## src/rtl/sfc_pkg.sv

```systemverilog
package sfc_pkg;
  localparam int DQ_W      = 8;
  localparam int WORD_W    = 32;
  localparam int MAX_BYTES = 8;
  localparam int IDX_W     = $clog2(MAX_BYTES);
  localparam int CNT_W     = IDX_W + 1;
  localparam int LANE_W    = $clog2(DQ_W) + 1;

  typedef enum logic [2:0] {
    PH_OPC  = 3'd0,
    PH_ADDR = 3'd1,
    PH_MODE = 3'd2,
    PH_WR   = 3'd3,
    PH_RD   = 3'd4,
    PH_END  = 3'd5
  } phase_t;

  typedef struct packed {
    logic [7:0]          opcode;
    logic [1:0]          width;
    logic                addr_en;
    logic [1:0]          addr_len;
    logic [WORD_W-1:0]   addr;
    logic                mode_en;
    logic [7:0]          mode_val;
    logic                wr_en;
    logic [IDX_W-1:0]    wr_cnt;
    logic [2*WORD_W-1:0] wr_data;
    logic                rd_en;
    logic [IDX_W-1:0]    rd_cnt;
    logic                bank_en;
  } cmd_cfg_t;

  // number of active lanes for a width code
  function automatic logic [LANE_W-1:0] lanes_of(logic [1:0] w);
    return LANE_W'(1) << w;
  endfunction

  // beat index of the last beat of a byte
  function automatic logic [IDX_W-1:0] last_beat(logic [1:0] w);
    return IDX_W'((4'd8 >> w) - 4'd1);
  endfunction

  function automatic logic [DQ_W-1:0] lane_mask(logic [1:0] w);
    return DQ_W'((9'd1 << lanes_of(w)) - 9'd1);
  endfunction

  function automatic logic phase_on(phase_t p, cmd_cfg_t c);
    case (p)
      PH_OPC:  return 1'b1;
      PH_ADDR: return c.addr_en;
      PH_MODE: return c.mode_en;
      PH_WR:   return c.wr_en;
      PH_RD:   return c.rd_en;
      default: return 1'b0;
    endcase
  endfunction

  // bytes carried by a phase (1..8)
  function automatic logic [CNT_W-1:0] phase_len(phase_t p, cmd_cfg_t c);
    case (p)
      PH_ADDR: return CNT_W'(c.addr_len) + CNT_W'(1);
      PH_WR:   return CNT_W'(c.wr_cnt) + CNT_W'(1);
      PH_RD:   return CNT_W'(c.rd_cnt) + CNT_W'(1);
      default: return CNT_W'(1);
    endcase
  endfunction

  // smallest enabled phase after p, or PH_END
  function automatic phase_t next_phase(phase_t p, cmd_cfg_t c);
    phase_t n;
    n = PH_END;
    for (int i = 4; i >= 1; i--) begin
      if (i > int'(p) && phase_on(phase_t'(3'(i)), c)) n = phase_t'(3'(i));
    end
    return n;
  endfunction

  // byte to send at position idx of an output phase
  function automatic logic [7:0] byte_of(phase_t p, logic [IDX_W-1:0] idx, cmd_cfg_t c);
    logic [1:0] k;
    k = c.addr_len - 2'(idx);
    case (p)
      PH_OPC:  return c.opcode;
      PH_ADDR: return 8'(c.addr >> {k, 3'b000});
      PH_MODE: return c.mode_val;
      PH_WR:   return 8'(c.wr_data >> {idx, 3'b000});
      default: return 8'h00;
    endcase
  endfunction

  // lane group of byte b sent in a given beat; top lane holds the MSB
  function automatic logic [DQ_W-1:0] lane_slice(logic [7:0] b, logic [IDX_W-1:0] beat,
                                                 logic [1:0] w);
    logic [LANE_W-1:0] l;
    logic [3:0]        sh;
    l  = lanes_of(w);
    sh = 4'd8 - 4'(l * (LANE_W'(beat) + LANE_W'(1)));
    return (b >> sh) & lane_mask(w);
  endfunction
endpackage

```

## src/rtl/sfc_phase_ctrl.sv

```systemverilog
module sfc_phase_ctrl
  import sfc_pkg::*;
(
  input  logic             clk,
  input  logic             rst_n,
  input  logic             load,
  input  logic             step,
  input  cmd_cfg_t         cfg,
  output phase_t           phase,
  output logic [IDX_W-1:0] byte_idx,
  output logic [IDX_W-1:0] beat_idx,
  output logic             byte_last,
  output logic             cmd_last
);
  logic   phase_done;
  phase_t phase_nx;

  assign byte_last  = (beat_idx == last_beat(cfg.width));
  assign phase_done = ({1'b0, byte_idx} == phase_len(phase, cfg) - CNT_W'(1));
  assign phase_nx   = next_phase(phase, cfg);
  assign cmd_last   = byte_last && phase_done && (phase_nx == PH_END);

  always_ff @(posedge clk or negedge rst_n) begin
    if (!rst_n) begin
      phase    <= PH_END;
      byte_idx <= '0;
      beat_idx <= '0;
    end else if (load) begin
      phase    <= PH_OPC;
      byte_idx <= '0;
      beat_idx <= '0;
    end else if (step) begin
      if (byte_last) begin
        beat_idx <= '0;
        if (phase_done) begin
          phase    <= phase_nx;
          byte_idx <= '0;
        end else begin
          byte_idx <= byte_idx + IDX_W'(1);
        end
      end else begin
        beat_idx <= beat_idx + IDX_W'(1);
      end
    end
  end

  // phases only move forward, except the restart at OPC
  a_r2_forward_order: assert property (@(posedge clk) disable iff (!rst_n)
    (phase != $past(phase)) |-> (phase > $past(phase) || phase == PH_OPC));

  // a disabled optional phase is never entered
  a_r2_skip_disabled: assert property (@(posedge clk) disable iff (!rst_n)
    (phase != PH_END && phase != PH_OPC) |-> phase_on(phase, cfg));
endmodule

```

## src/rtl/sfc_serializer.sv

```systemverilog
module sfc_serializer
  import sfc_pkg::*;
(
  input  logic             drive_en,
  input  cmd_cfg_t         cfg,
  input  phase_t           phase,
  input  logic [IDX_W-1:0] byte_idx,
  input  logic [IDX_W-1:0] beat_idx,
  output logic [DQ_W-1:0]  dq_out,
  output logic [DQ_W-1:0]  dq_oe
);
  logic [7:0]      cur_byte;
  logic [DQ_W-1:0] bits;
  logic [DQ_W-1:0] mask;

  assign cur_byte = byte_of(phase, byte_idx, cfg);
  assign bits     = lane_slice(cur_byte, beat_idx, cfg.width);
  assign mask     = lane_mask(cfg.width);

  for (genvar i = 0; i < DQ_W; i++) begin : g_lane
    assign dq_oe[i]  = drive_en && mask[i];
    assign dq_out[i] = dq_oe[i] && bits[i];
  end
endmodule

```

## src/rtl/sfc_capture.sv

```systemverilog
module sfc_capture
  import sfc_pkg::*;
(
  input  logic              clk,
  input  logic              rst_n,
  input  logic              clear,
  input  logic              sample,
  input  logic              byte_last,
  input  logic [IDX_W-1:0]  byte_idx,
  input  logic [1:0]        width,
  input  logic [DQ_W-1:0]   dq_in,
  input  logic              bank_en,
  input  logic              commit,
  output logic [WORD_W-1:0] rd_lo,
  output logic [WORD_W-1:0] rd_hi,
  output logic              bank_valid,
  output logic [7:0]        bank_data
);
  logic [7:0]          shift_q;
  logic [7:0]          shift_nx;
  logic [2*WORD_W-1:0] acc_q;

  assign shift_nx = 8'(shift_q << lanes_of(width)) | 8'(dq_in & lane_mask(width));

  always_ff @(posedge clk or negedge rst_n) begin
    if (!rst_n) begin
      shift_q    <= '0;
      acc_q      <= '0;
      rd_lo      <= '0;
      rd_hi      <= '0;
      bank_valid <= 1'b0;
      bank_data  <= '0;
    end else begin
      bank_valid <= 1'b0;
      if (clear) begin
        shift_q <= '0;
        acc_q   <= '0;
      end else if (sample) begin
        if (byte_last) begin
          acc_q[{byte_idx, 3'b000} +: 8] <= shift_nx;
          shift_q    <= '0;
          bank_valid <= bank_en;
          bank_data  <= shift_nx;
        end else begin
          shift_q <= shift_nx;
        end
      end
      if (commit) begin
        rd_lo <= acc_q[WORD_W-1:0];
        rd_hi <= acc_q[2*WORD_W-1:WORD_W];
      end
    end
  end

  // a completed byte needs at least two clocks, so strobes never touch
  a_r9_strobe_spacing: assert property (@(posedge clk) disable iff (!rst_n)
    bank_valid |=> !bank_valid);
endmodule

```

## src/rtl/flash_cmd_seq.sv

```systemverilog
module flash_cmd_seq
  import sfc_pkg::*;
(
  input  logic              clk,
  input  logic              rst_n,
  input  logic              start,
  input  logic [7:0]        cfg_opcode,
  input  logic [1:0]        cfg_width,
  input  logic              cfg_addr_en,
  input  logic [1:0]        cfg_addr_len,
  input  logic [WORD_W-1:0] cmd_addr,
  input  logic              cfg_mode_en,
  input  logic [7:0]        mode_bits,
  input  logic              cfg_wr_en,
  input  logic [IDX_W-1:0]  cfg_wr_cnt,
  input  logic [WORD_W-1:0] wr_lo,
  input  logic [WORD_W-1:0] wr_hi,
  input  logic              cfg_rd_en,
  input  logic [IDX_W-1:0]  cfg_rd_cnt,
  input  logic              cfg_bank_en,
  input  logic [DQ_W-1:0]   dq_in,
  output logic              sclk,
  output logic              cs_n,
  output logic [DQ_W-1:0]   dq_out,
  output logic [DQ_W-1:0]   dq_oe,
  output logic              busy,
  output logic              done,
  output logic [WORD_W-1:0] rd_lo,
  output logic [WORD_W-1:0] rd_hi,
  output logic              bank_valid,
  output logic [7:0]        bank_data
);
  typedef enum logic [1:0] {S_IDLE, S_SETUP, S_SHIFT, S_HOLD} seq_state_t;

  seq_state_t       state;
  logic             high_half;
  cmd_cfg_t         cfg_q;
  cmd_cfg_t         cfg_in;
  phase_t           phase;
  logic [IDX_W-1:0] byte_idx;
  logic [IDX_W-1:0] beat_idx;
  logic             byte_last;
  logic             cmd_last;

  // named internal events
  logic accept;
  logic beat_end;
  logic rd_phase;
  logic drive_en;
  logic rd_sample;
  logic commit;

  assign cfg_in = '{opcode: cfg_opcode, width: cfg_width, addr_en: cfg_addr_en,
                    addr_len: cfg_addr_len, addr: cmd_addr, mode_en: cfg_mode_en,
                    mode_val: mode_bits, wr_en: cfg_wr_en, wr_cnt: cfg_wr_cnt,
                    wr_data: {wr_hi, wr_lo}, rd_en: cfg_rd_en, rd_cnt: cfg_rd_cnt,
                    bank_en: cfg_bank_en};

  assign accept    = start && (state == S_IDLE);
  assign beat_end  = (state == S_SHIFT) && high_half;
  assign rd_phase  = (state != S_IDLE) && (phase == PH_RD);
  assign drive_en  = (state == S_SETUP || state == S_SHIFT) && (phase != PH_RD);
  assign rd_sample = beat_end && (phase == PH_RD);
  assign commit    = (state == S_HOLD) && cfg_q.rd_en;

  assign busy = (state != S_IDLE);
  assign cs_n = (state == S_IDLE);
  assign sclk = beat_end;

  always_ff @(posedge clk or negedge rst_n) begin
    if (!rst_n) begin
      state     <= S_IDLE;
      high_half <= 1'b0;
      cfg_q     <= '0;
      done      <= 1'b0;
    end else begin
      done <= 1'b0;
      case (state)
        S_IDLE: begin
          if (accept) begin
            cfg_q <= cfg_in;
            state <= S_SETUP;
          end
        end
        S_SETUP: begin
          state     <= S_SHIFT;
          high_half <= 1'b1;
        end
        S_SHIFT: begin
          if (high_half) begin
            high_half <= 1'b0;
            if (cmd_last) state <= S_HOLD;
          end else begin
            high_half <= 1'b1;
          end
        end
        default: begin
          state <= S_IDLE;
          done  <= 1'b1;
        end
      endcase
    end
  end

  sfc_phase_ctrl u_phase (
    .clk      (clk),
    .rst_n    (rst_n),
    .load     (accept),
    .step     (beat_end),
    .cfg      (cfg_q),
    .phase    (phase),
    .byte_idx (byte_idx),
    .beat_idx (beat_idx),
    .byte_last(byte_last),
    .cmd_last (cmd_last)
  );

  sfc_serializer u_ser (
    .drive_en(drive_en),
    .cfg     (cfg_q),
    .phase   (phase),
    .byte_idx(byte_idx),
    .beat_idx(beat_idx),
    .dq_out  (dq_out),
    .dq_oe   (dq_oe)
  );

  sfc_capture u_cap (
    .clk       (clk),
    .rst_n     (rst_n),
    .clear     (accept),
    .sample    (rd_sample),
    .byte_last (byte_last),
    .byte_idx  (byte_idx),
    .width     (cfg_q.width),
    .dq_in     (dq_in),
    .bank_en   (cfg_q.bank_en),
    .commit    (commit),
    .rd_lo     (rd_lo),
    .rd_hi     (rd_hi),
    .bank_valid(bank_valid),
    .bank_data (bank_data)
  );

  // bus lines rest while no command runs
  a_r6_idle_lines: assert property (@(posedge clk) disable iff (!rst_n)
    !busy |-> (cs_n && !sclk && dq_oe == '0));

  // the serial clock only pulses inside a frame
  a_r6_sclk_in_frame: assert property (@(posedge clk) disable iff (!rst_n)
    sclk |-> !cs_n);

  // done comes in the clock where chip select returns high
  a_r7_done_at_release: assert property (@(posedge clk) disable iff (!rst_n)
    done |-> (cs_n && !$past(cs_n)));

  // done is a single-clock pulse
  a_r7_done_single: assert property (@(posedge clk) disable iff (!rst_n)
    done |=> !done);

  // result words move only with done
  a_r7_result_hold: assert property (@(posedge clk) disable iff (!rst_n)
    !done |-> ($stable(rd_lo) && $stable(rd_hi)));

  // nothing is driven while the device answers
  a_r5_read_no_drive: assert property (@(posedge clk) disable iff (!rst_n)
    rd_phase |-> (dq_oe == '0));

  // the latched command cannot change while it runs
  a_r8_cfg_frozen: assert property (@(posedge clk) disable iff (!rst_n)
    (busy && $past(busy)) |-> $stable(cfg_q));

  // lanes without an output enable stay low
  a_r10_quiet_lanes: assert property (@(posedge clk) disable iff (!rst_n)
    (dq_out & ~dq_oe) == '0);
endmodule

```

## config.mk

```make
export PLATFORM = sky130hd
export DESIGN_NAME = flash_cmd_seq
export DESIGN_NICKNAME = d
export VERILOG_FILES = /design/src/rtl/sfc_pkg.sv /design/src/rtl/sfc_phase_ctrl.sv /design/src/rtl/sfc_serializer.sv /design/src/rtl/sfc_capture.sv /design/src/rtl/flash_cmd_seq.sv
export SDC_FILE = /design/constraint.sdc
export NUM_CORES = 1
export LEC_CHECK = 0
export BUFFER_PORTS_ARGS = -buffer_cell sky130_fd_sc_hd__buf_2
export CORE_MARGIN = 2
export CORE_UTILIZATION = 52
export CTS_CLUSTER_DIAMETER = 50
export DETAILED_ROUTE_END_ITERATION = 8
export GPL_ROUTABILITY_DRIVEN = 0
export PLACE_DENSITY = 0.76
export SLEW_MARGIN = 0
export SYNTH_ARGS = -nofsm -noshare
export SYNTH_HDL_FRONTEND = slang
export SYNTH_HIERARCHICAL = 1
export SYNTH_SLANG_ARGS = --single-unit
```

## constraint.sdc

```tcl
create_clock -name clk -period 4.5 [get_ports clk]
set_input_delay 1.35 -clock clk [delete_from_list [all_inputs] [get_ports clk]]
set_output_delay 1.35 -clock clk [all_outputs]
set_load 0.05 [all_outputs]
```

==> results.yml <==
status:
  status: "finished, violations left"
  failed_checks: "negative setup slack"
floorplan:
  fp.dieW_microns: 168.8
  rows: 60
  initial_utilization_pct: 52.69
  die-area_sq_um: 28490
  fp.dieH_microns: 168.8
  coreArea_sq_um: 26800
  io_pins: 231
sta:
  fmaxAchievable_ghz: 0.1974
  layout_min_cycle_time_ps: 5065
  slew_violations: 0
  min_period_over_period_pct: 112.6
  postLayoutSetupSlackWorst_ps: -565.1
  fin_skew_ps: 14.98
  finalSetupViolCount: 8
  holdWs_ps: 479.2
  tightest_slew_ps: 1054
  rsz0062_at_grt: "yes"
  setup-tns-final_ps: -3571
  timing.final.hold_violations: 0
  relSlewSlack_pct: 29.64
drt:
  drtIter0Drc: 725
  final_antenna_net_count: 0
  vias: 9694
  drc: 0
  first_pass_iters: 5
  avgRoutedWirePerCell_microns: 20.00
  wl_mm: 33.26
  routed_via_density: 5.829
synthesis:
  synth.most_common_cell: "dfrtp_1"
  synth_area_leaders: "dfrtp_1, mux2_2, mux2_4"
  async_flop_share_pct: 100.0
  synth_edf_count: 0
  synthFlopType: "dfrtp_1"
  synthCells: 1066
  synth_area_per_cell_sq_um: 13.25
  syn_nets: 1225
  yosysSeqAreaShare_pct: 50.35
  synth_commonest_cells: "dfrtp_1, mux2_2, mux2_4"
  synth-warning-count: 6
  ys_types: 89
  yosysTopAreaCell: "dfrtp_1"
  synth_top_area_share_pct: 49.97
  synth-seq-cells: 284
  synth.cell_area_sq_um: 14120
clocking:
  path_clk_slew_ps: 60
  clk_latency_ps: 540
  cts_root_buf: "clkbuf_16"
  cts-htree-levels: 1
  cts_tree: "done"
  holdBufCountCts: 0
  cts.path.max_buffers: 3
  cts_buffers: 30
  clock_sinks: 284
worst_setup_path:
  cp.arrival_ps: 3720
  setup.worst_path.start_class: "register"
  cp_data_required_time_ps: 3150
  cp.depth: 15
  crit_top_cell: "xnor2_2"
  slowest_delay_ps: 480
  crit_family: "adder cells"
  critPathKind: "reg -> out"
  cp_slowest_cell: "fa_1"
  r2r.worst_path.cells: 14
  worst-path-buf-inv: 3
  critPathCaptureType: "output pin"
  critPathMaxFanout: 3
  path_cells: "ha_4 > xnor2_2 > nor2_1 > ha_1 > inv_2 > fa_1 > ha_4 > xor2_2 > xnor2_2 > xnor2_2 > nor2b_1 > nand4_1 > buf_6 > a2111oi_4 > buf_6"
cells_and_area:
  area_delta_synth_final_pct: 18.00
  nNetsFinal: 1450
  final_util_pct: 62.17
  design_area_sq_um: 16660
  drive_above_1_share_pct: 44.86
  layout.cells.non_filler: 1663
place:
  dpl_worst_slack_ps: -217.7
  dp_hpwl_mm: 23.19
  dp.cells: 1599
  placed_area_sq_um: 15470
  port_buffers: 230
run:
  cap_viol_max_count: 0
global_routing:
  antenna_found_initial: 15
  globalRouteOverflowTotal: 0
  grt_pass1_vias: 9734
  grt_max_degree: 121
  grt_usage_pct: 23.15
  grt_pass1_wl_mm: 53.03
power_and_ir_drop:
  leakagePower_nw: 7.905
  combPwrFrac_pct: 51.5
  ir_drop_mv: 0.4339
  p_per_area_nw_per_um2: 797.3
  power.internal_mw: 7.857
  p_sw_mw: 5.427
  power_mw: 13.28
  clockPowerShare_pct: 18.8
  p_sw_share_pct: 40.86
  pwr-share-seq_pct: 29.7
hold_path:
  hold_class: "reg -> reg"
  hold_depth: 2
==> flip-flops by register name, summed over array words and instances, names as in the netlist <==
| name | flops |
|---|---|
| u_phase/phase | 3 |
| u_phase/beat_idx | 3 |
| done | 1 |
| u_cap/rd_hi | 32 |
| u_cap/bank_valid | 1 |
| u_cap/bank_data | 8 |
| state | 2 |
| u_cap/rd_lo | 32 |
| u_cap/acc_q | 64 |
| u_cap/shift_q | 7 |
| cfg_q | 127 |
| high_half | 1 |
| u_phase/byte_idx | 3 |
==> power by group through the flow <==
stage | logic (mW) | clock network, mW | registers [mW]
after floorplan | 4.70 | 0 | 4.34
after global placement | 6.32 | 0 | 3.94
after detailed placement | 6.45 | 0 | 3.97
after CTS | 6.65 | 2.54 | 3.95
after global routing | 7.23 | 2.65 | 4.05
final | 6.84 | 2.50 | 3.94
==> metal layers <==
metal / vias to the layer above / routed length [microns] / track usage (%) / share of wire (%)
met1: 4862 / 14340 / 31.50 / 43
met4: 12 / 580 / 5.285 / 1.7
met2: 361 / 15760 / 37.72 / 47
li1: 4405 / - / - / -
met3: 54 / 2507 / 5.798 / 7.5
met5: - / 77 / 0 / 0.23
==> cell usage in the layout (no fill, tap or decap), drive strengths merged, types with 5 or more instances in the layout <==
| master | n |
|---|---|
| nand4 | 9 |
| buf | 260 |
| nand2b | 6 |
| and3 | 7 |
| a211oi | 35 |
| o22ai | 26 |
| mux4 | 18 |
| nor2 | 35 |
| nor3 | 8 |
| and2 | 10 |
| o41ai | 5 |
| diode | 9 |
| dfrtp | 282 |
| nor4 | 5 |
| nand3 | 24 |
| nor3b | 5 |
| nand2 | 52 |
| a31oi | 17 |
| mux2i | 35 |
| mux2 | 207 |
| o21ai | 19 |
| clkbuf | 43 |
| o22a | 10 |
| inv | 34 |
| a21oi | 43 |
| nor2b | 10 |
| a22oi | 6 |
| xnor2 | 7 |
| ha | 20 |
| o311ai | 5 |
| or2 | 5 |
==> cell families after synthesis <==
logic type / Yosys count / share of synthesized area [%]
compound gates: 193 / 9.543
flops: 284 / 50.35
fa+ha+maj: 21 / 1.914
xor+xnor: 12 / 0.9038
buf+inv: 97 / 4.785
simple gates: 199 / 8.037
mux: 260 / 24.47
==> what timing repair did <==
item | 4_1_cts | 5_1_grt
gates resized for setup | 22 | 13
buffers inserted | 0 | 1
pin swaps | 13 | 4
endpoints found under the setup margin | 8 | 8
==> layout make-up <==
cell class                      instances  area (sq um)
Multi-Input combinational cell        685          6490
Inverter                               30         112.6
Clock buffer                           43         880.8
Fill cell                            2068         10140
Sequential cell                       284          7114
Antenna cell                            9         22.52
Timing Repair Buffer                  260          1481
Tap cell                              341         426.7
Clock inverter                         11         133.9
==> worst min-delay path, delay by kind of cell (launching register included) <==
| kind | cells | cell delay (ps) |
|---|---|---|
| AO/OA/AOI/OAI | 1 | 60 |
| AND/OR/NAND/NOR | 1 | 50 |
| flip-flops | 1 | 340 |
==> worst paths after layout <==
check,endpoint,from,slack [ps]
max,dq_out[6],u_phase/beat_idx[1]$_DFFE_PN0P_,-570
min in group asynchronous,cfg_q[0]$_DFFE_PN0P_,rst_n,790
min reg2reg,u_cap/bank_data[7]$_DFFE_PN0P_,u_cap/bank_data[7]$_DFFE_PN0P_,480
max reg2reg,state[1]$_DFFE_PN0P_,u_phase/phase[2]$_DFFE_PN1P_,270
max in group asynchronous,cfg_q[34]$_DFFE_PN0P_,rst_n,2660
min,u_cap/bank_data[7]$_DFFE_PN0P_,u_cap/bank_data[7]$_DFFE_PN0P_,480
(Power assumes the default switching activity.)
